**src/rtl/bwc_pkg.sv**
```systemverilog
package bwc_pkg;

  localparam int WAIT_W = 5;

  typedef enum logic [2:0] {
    PH_IDLE = 3'd0,
    PH_T1   = 3'd1,
    PH_T2   = 3'd2,
    PH_T3   = 3'd3,
    PH_TW   = 3'd4,
    PH_T4   = 3'd5
  } phase_e;

  // Programmed waits for a code; extended table for the upper codes.
  function automatic logic [WAIT_W-1:0] waits_of(input logic [2:0] code,
                                                  input logic       wide);
    logic [WAIT_W-1:0] n;
    if (!wide || !code[2]) begin
      n = WAIT_W'(code[1:0]);
    end else begin
      case (code[1:0])
        2'd0:    n = WAIT_W'(5);
        2'd1:    n = WAIT_W'(7);
        2'd2:    n = WAIT_W'(9);
        default: n = WAIT_W'(15);
      endcase
    end
    return n;
  endfunction

  // Remaining-wait level at which ready is sampled inside the wait phase.
  function automatic logic [WAIT_W-1:0] sample_level(input logic [WAIT_W-1:0] n);
    return (n == '0) ? WAIT_W'(1) : WAIT_W'(2);
  endfunction

endpackage

```
**src/rtl/bwc_rdy_sync.sv**
```systemverilog
module bwc_rdy_sync #(
  parameter int STAGES = 2
) (
  input  logic clk,
  input  logic rst_n,
  input  logic din,
  output logic dout
);
  logic [STAGES-1:0] chain;

  generate
    if (STAGES == 1) begin : g_one
      always_ff @(posedge clk) begin
        if (!rst_n) chain <= '0;
        else        chain <= din;
      end
    end else begin : g_many
      always_ff @(posedge clk) begin
        if (!rst_n) chain <= '0;
        else        chain <= {chain[STAGES-2:0], din};
      end
    end
  endgenerate

  assign dout = chain[STAGES-1];
endmodule

```
**src/rtl/bwc_cfg.sv**
```systemverilog
module bwc_cfg
  import bwc_pkg::*;
(
  input  logic              clk,
  input  logic              rst_n,
  input  logic              load,
  input  logic [2:0]        code,
  input  logic              wide,
  input  logic              req,
  input  logic              intr,
  output logic [WAIT_W-1:0] n_lat,
  output logic              need_lat
);
  logic [WAIT_W-1:0] n_in;
  logic              need_in;

  always_comb begin
    n_in    = intr ? '0 : waits_of(code, wide);
    need_in = req && !intr;
  end

  always_ff @(posedge clk) begin
    if (!rst_n) begin
      n_lat    <= '0;
      need_lat <= 1'b0;
    end else if (load) begin
      n_lat    <= n_in;
      need_lat <= need_in;
    end
  end
endmodule

```
**src/rtl/bwc_seq.sv**
```systemverilog
module bwc_seq
  import bwc_pkg::*;
(
  input  logic              clk,
  input  logic              rst_n,
  input  logic              start,
  input  logic [WAIT_W-1:0] n_waits,
  input  logic              need,
  input  logic              rdy_eff,
  output phase_e            phase,
  output logic              accept,
  output logic              samp_pt,
  output logic [WAIT_W-1:0] left
);
  phase_e            ph_nx;
  logic [WAIT_W-1:0] left_nx;
  logic [WAIT_W-1:0] slvl;
  logic              small_n;
  logic              rdy_ok;

  always_comb begin
    slvl    = sample_level(n_waits);
    small_n = (n_waits <= WAIT_W'(1));
    accept  = start && (phase == PH_IDLE || phase == PH_T4);
    samp_pt = need && ((phase == PH_T3 && small_n) ||
                       (phase == PH_TW && left == slvl));
    rdy_ok  = !samp_pt || rdy_eff;
  end

  always_comb begin
    ph_nx   = phase;
    left_nx = left;
    case (phase)
      PH_IDLE: if (accept) ph_nx = PH_T1;
      PH_T1:   ph_nx = PH_T2;
      PH_T2:   ph_nx = PH_T3;
      PH_T3: begin
        if (!small_n) begin
          ph_nx   = PH_TW;
          left_nx = n_waits;
        end else if (rdy_ok) begin
          if (n_waits == '0) begin
            ph_nx = PH_T4;
          end else begin
            ph_nx   = PH_TW;
            left_nx = WAIT_W'(1);
          end
        end else begin
          ph_nx   = PH_TW;
          left_nx = n_waits + WAIT_W'(1);
        end
      end
      PH_TW: begin
        if (rdy_ok) begin
          if (left == WAIT_W'(1)) ph_nx = PH_T4;
          else                    left_nx = left - WAIT_W'(1);
        end
      end
      PH_T4:   ph_nx = accept ? PH_T1 : PH_IDLE;
      default: ph_nx = PH_IDLE;
    endcase
  end

  always_ff @(posedge clk) begin
    if (!rst_n) begin
      phase <= PH_IDLE;
      left  <= '0;
    end else begin
      phase <= ph_nx;
      left  <= left_nx;
    end
  end
endmodule

```
**src/rtl/bus_wait_ctl.sv**
```systemverilog
module bus_wait_ctl
  import bwc_pkg::*;
#(
  parameter int SYNC_STAGES = 2
) (
  input  logic       clk,
  input  logic       rst_n,
  input  logic       start,
  input  logic [2:0] wait_code,
  input  logic       wide_sel,
  input  logic       rdy_req,
  input  logic       int_acc,
  input  logic       ardy,
  input  logic       srdy,
  output logic       ph_t1,
  output logic       ph_t2,
  output logic       ph_t3,
  output logic       ph_tw,
  output logic       cyc_done
);
  phase_e            phase;
  logic              accept;
  logic              samp_pt;
  logic              ardy_sync;
  logic              rdy_eff;
  logic              need_lat;
  logic [WAIT_W-1:0] n_lat;
  logic [WAIT_W-1:0] left;

  bwc_rdy_sync #(.STAGES(SYNC_STAGES)) i_sync (
    .clk   (clk),
    .rst_n (rst_n),
    .din   (ardy),
    .dout  (ardy_sync)
  );

  assign rdy_eff = ardy_sync | srdy;

  bwc_cfg i_cfg (
    .clk      (clk),
    .rst_n    (rst_n),
    .load     (accept),
    .code     (wait_code),
    .wide     (wide_sel),
    .req      (rdy_req),
    .intr     (int_acc),
    .n_lat    (n_lat),
    .need_lat (need_lat)
  );

  bwc_seq i_seq (
    .clk     (clk),
    .rst_n   (rst_n),
    .start   (start),
    .n_waits (n_lat),
    .need    (need_lat),
    .rdy_eff (rdy_eff),
    .phase   (phase),
    .accept  (accept),
    .samp_pt (samp_pt),
    .left    (left)
  );

  assign ph_t1    = (phase == PH_T1);
  assign ph_t2    = (phase == PH_T2);
  assign ph_t3    = (phase == PH_T3);
  assign ph_tw    = (phase == PH_TW);
  assign cyc_done = (phase == PH_T4);
endmodule

```
**config.mk**
```make
export PLATFORM = sky130hd
export DESIGN_NAME = bus_wait_ctl
export DESIGN_NICKNAME = d
export VERILOG_FILES = /design/src/rtl/bwc_pkg.sv /design/src/rtl/bwc_rdy_sync.sv /design/src/rtl/bwc_cfg.sv /design/src/rtl/bwc_seq.sv /design/src/rtl/bus_wait_ctl.sv
export SDC_FILE = /design/constraint.sdc
export NUM_CORES = 1
export LEC_CHECK = 0
export ABC_AREA = 0
export BUFFER_PORTS_ARGS = -buffer_cell sky130_fd_sc_hd__buf_2
export CAP_MARGIN = 20
export CORE_ASPECT_RATIO = 1.75
export CORE_UTILIZATION = 40
export CTS_CLUSTER_SIZE = 24
export DETAILED_ROUTE_END_ITERATION = 10
export SETUP_SLACK_MARGIN = 0.05
export SYNTH_ARGS = -nofsm -noshare
export SYNTH_HDL_FRONTEND = slang
export SYNTH_HIERARCHICAL = 1
export SYNTH_SLANG_ARGS = --single-unit
```
**constraint.sdc**
```tcl
create_clock -name clk -period 4.5 [get_ports clk]
set_input_delay 0.225 -clock clk [delete_from_list [all_inputs] [get_ports clk]]
set_output_delay 0.225 -clock clk [all_outputs]
set_load 0.05 [all_outputs]
```
======== Word level (Yosys, flattened, before mapping) ========
Cells that the tools add are included.
word-level totals
  register bits ........................... 16
  input bits .............................. 11
  output and inout bits ................... 5
  logic and storage cells ................. 60
cells by class
  add/subtract/negate cells ............... 2
  $lt $le $gt $ge ......................... 1
  equality and inequality tests ........... 14
  mux-type cells .......................... 18
  bitwise logic cells ..................... 1
  reductions and logical operators ........ 19
operator list
  cell                 number
  $mux 5               7
  $pmux 3 s6           1
  $mux 3               4
  $pmux 4 s3           1
  $pmux 5 s2           1
  $eq 3x2->1 const B   2
  $eq 3x3->1 const B   2
  $ne 2x1->1 const B   3
  $add 5x1->5 const B  1
  $eq 5x1->1 const B   1
  $eq 5x5->1           1
  $le 5x1->1 const B   1
  $logic_and 1x1->1    5
  $logic_not 5->1      1
  $sub 5x1->5 const B  1
  $logic_not 1->1      4
  $logic_or 1x1->1     4
  $ne 4x4->1 const B   1
  $reduce_and 4->1     1
  $eq 3x1->1 const B   1
  $logic_not 3->1      1
  $mux 1               3
  $reduce_and 3->1     1
  $eq 2x1->1 const B   1
  other kinds (6)      6

======== Longest topological paths before layout ========
  word-level depth ........................ 11
  depth in mapped cells ................... 7
  gate-level depth less buffers ........... 7

======== Modules after synthesis ========
Netlist, hierarchy kept.
by module, submodules not included
  module        times used  cells an instance  area each (um2)
  bwc_seq       1           93                 750.7
  bwc_cfg       1           27                 252.7
  bwc_rdy_sync  1           4                  52.6
  bus_wait_ctl  1           6                  48.8

======== Least setup slack after synthesis ========
OpenSTA, ideal clock, no wires.
  path kind ............................... flip-flop to flip-flop
  from .................................... register i_cfg.n_lat[0]
  to ...................................... register i_seq.left[2]
  library setup time ...................... 0.117 ns
  arrival ................................. 1.883 ns
  required time ........................... 4.383 ns
  setup slack ............................. 2.499 ns
  stages on the path, launching flop included .. 8
  path buffers ............................ 0
  period minus slack after synthesis ...... 2.001 ns
  cell sequence ........................... dfxtp_1 -> inv_1 -> ha_1 -> or4b_4 -> mux2i_4 -> a31oi_4 -> or2_4 -> a32o_1
on the way
  word-level cells in the longest chain between the ends .. 11
ends and longest elaborated chain
  what                    RTL line                      text
  start, declared         bwc_cfg.sv:11                 output logic [WAIT_W-1:0] n_lat,
  start signal, assigned  bwc_cfg.sv:27                 n_lat <= n_in;
  $logic_not 5->1         bwc_pkg.sv:33, bwc_seq.sv:42
  $mux 2                  bwc_pkg.sv:33                 return (n == '0) ? WAIT_W'(1) : WAIT_W'(2);
  $eq 5x5->1              bwc_seq.sv:26                 (phase == PH_TW && left == slvl));
  $logic_and 1x1->1       bwc_seq.sv:26
  $logic_or 1x1->1        bwc_seq.sv:25                 samp_pt = need && ((phase == PH_T3 && small_n) ||
  $logic_and 1x1->1       bwc_seq.sv:25
  $logic_not 1->1         bwc_seq.sv:27                 rdy_ok = !samp_pt || rdy_eff;
  $logic_or 1x1->1        bwc_seq.sv:27
  $mux 5                  bwc_seq.sv:41                 end else if (rdy_ok) begin
  $mux 5                  bwc_seq.sv:38                 if (!small_n) begin
  $pmux 5 s2              bwc_seq.sv:33                 case (phase)
  end signal, assigned    bwc_seq.sv:70                 left <= left_nx;
  end, declared           bwc_seq.sv:13                 output logic [WAIT_W-1:0] left
Parallel ways exist; a longest one is shown, timed or not.
A chain may end at the register's enable or synchronous reset.

======== Worst setup path in the final report ========
Ends and elaborated chain as after synthesis.

==> results_dict.tcl <==
set metrics [dict create \
    die_h_um 71.1 \
    slew_headroom_pct 62.2 \
    crit_family "simple AND/OR/NAND/NOR gates" \
    wl_um 2330 \
    grtUsageTotal_pct 17.0 \
    synth_cells 128 \
    power.density_nw_per_um2 325 \
    dieArea_um2 2950 \
    syn_to_final_growth_pct 11.3 \
    worstSetupEndpointType "flop" \
    drtPass1Iterations 4 \
    max_freq_mhz 464 \
    fin_area_um2 1210 \
    grt_pass1_vias 918 \
    diodes 0 \
    port_buffers 15 \
    crit_type "flop to flop" \
    rows 24 \
    worst_clock_skew_ps 3.64 \
    startpoint_type "flop" \
    finalSetupViolCount 0 \
    drtAntennaViolNets 0 \
    yosysWarnings 6 \
    period_share_pct 47.9 \
    path_cells "inv_1 -> ha_1 -> or4b_4 -> mux2i_4 -> a31oi_4 -> or2_4 -> a32o_1" \
    tns_ps 0 \
    clockBufferDepth 2 \
    cts-root-buf "clkbuf_8" \
    rsz0062_at_grt "no" \
    place_area_um2 1160 \
    path_clk_slew_ps 60 \
    synth_fp_nets 144 \
    final_nets 157 \
    grt_overflow_total 0 \
    routedWlPerCell_um 14.0 \
    cp.buffers_inverters 1 \
    post-cts-setup-buffers 0 \
    die_w_um 41.5 \
    start_util_pct 43.2 \
    cp.required_ps 4640 \
    drc 0 \
    cts_tree "yes" \
    drive_gt1_share_pct 21.4 \
    grt_antenna_before_repair 0 \
    routed_via_density 5.96 \
    finalMaxSlewViolations 0 \
    place.gp.congestion 0.875 \
    arrival_ps 2300 \
    p_leak_nw 0.482 \
    slowest_stage "or4b_4" \
    insertion_delay_ps 250 \
    syn-cell-area_um2 1090 \
    status "complete, no violations" \
    max-vdd-ir-drop_mv 0.198 \
    maxCapViolations 0 \
    worstHoldPathType "input pin to flop" \
    hpwl_um 1770 \
    post_synth.cell_area_avg_um2 8.51 \
    pin_count 16 \
    grt_start_max_net_pins 23 \
    tightest_slew_ps 566 \
    drt-initial-drc-count 40 \
    numCtsBuffers 3 \
    core-area_um2 2520 \
    post_cts_resized 0 \
    hold_buffers 0 \
    via_count 989 \
    fill_cells 269 \
    grt_first_pass_wirelength_um 3970 \
    fin_crit_ps 2160 \
    clock-sinks 15 \
    final-hold-violation-count 0 \
    htreeDepth 1 \
    max_stage_delay_ps 490 \
    path_max_fanout 7 \
]
[routing by layer]
| layer | up-vias | routed length, µm | part of all wire [%] | GRT usage, % |
|---|---|---|---|---|
| met3 | 5 | 68 | 2.9 | 1.53 |
| li1 | 494 | - | - | - |
| met5 | - | 0 | 0 | 0 |
| met1 | 463 | 936 | 40 | 18.9 |
| met2 | 27 | 1270 | 55 | 30.2 |
| met4 | 0 | 52 | 2.2 | 10.8 |
[layout by cell type, fill, tap and decap left out, drive strengths merged, types with 2 or more instances in the layout]
| cell | count |
|---|---|
| buf | 16 |
| dfxtp | 15 |
| nand2 | 10 |
| nor3b | 6 |
| a21boi | 6 |
| o21ai | 6 |
| nand2b | 5 |
| inv | 5 |
| nand3 | 5 |
| ha | 5 |
| a21oi | 4 |
| nor2b | 4 |
| nand4 | 4 |
| clkbuf | 4 |
| nor3 | 4 |
| nand3b | 3 |
| a32o | 3 |
| and3b | 3 |
| and2b | 3 |
| a31oi | 3 |
| a21o | 2 |
| nor2 | 2 |
| o22ai | 2 |
| a41o | 2 |
| a211oi | 2 |
| and2 | 2 |
| or2 | 2 |
| o2111ai | 2 |
| mux2i | 2 |
[through the flow]
step	utilization [%]	std cells	total power, W	worst slack, ps	hold WS, ps
final	48.1	166	0.000395	2340	178
after detailed placement	46.1	161	0.000287	2350	426
after global placement	46.1	161	0.000285	2330	425
after CTS	47.9	165	0.000397	2330	176
after global routing	48.1	166	0.000417	2260	175
after floorplan	-	128	0.000260	2520	347
[registers in the layout, summed over array words and instances, names as in the netlist]
| register | count |
|---|---|
| i_cfg/need_lat | 1 |
| i_seq/phase | 3 |
| i_seq/left | 5 |
| i_cfg/n_lat | 4 |
| i_sync/chain | 2 |
[power by group]
group	internal [W]	switching (W)
Sequential	0.000143	0.0000207
Clock	0.0000628	0.0000474
Combinational	0.0000504	0.0000701
[cell type report]
type                            instances  area [µm²]  share of cell area (%)
Clock buffer                            4        45.0                    3.72
Sequential cell                        15         300                    24.8
Tap cell                               26        32.5                    2.68
Multi-Input combinational cell        100         736                    60.7
Inverter                                5        18.8                    1.55
Timing Repair Buffer                   16        80.1                    6.60
[worst paths after layout]
| kind | start | to | slack, ps | depth (start not counted) |
|---|---|---|---|---|
| worst max-delay path | i_cfg/n_lat[0] | i_seq/left[2] | 2340 | 7 |
| worst min-delay path | ardy | i_sync/chain[0] | 180 | 2 |
| worst max register to register | i_cfg/n_lat[0] | i_seq/left[2] | 2340 | 7 |
| worst min register to register | i_sync/chain[0] | i_sync/chain[1] | 440 | 1 |
(Power assumes the default switching activity.)
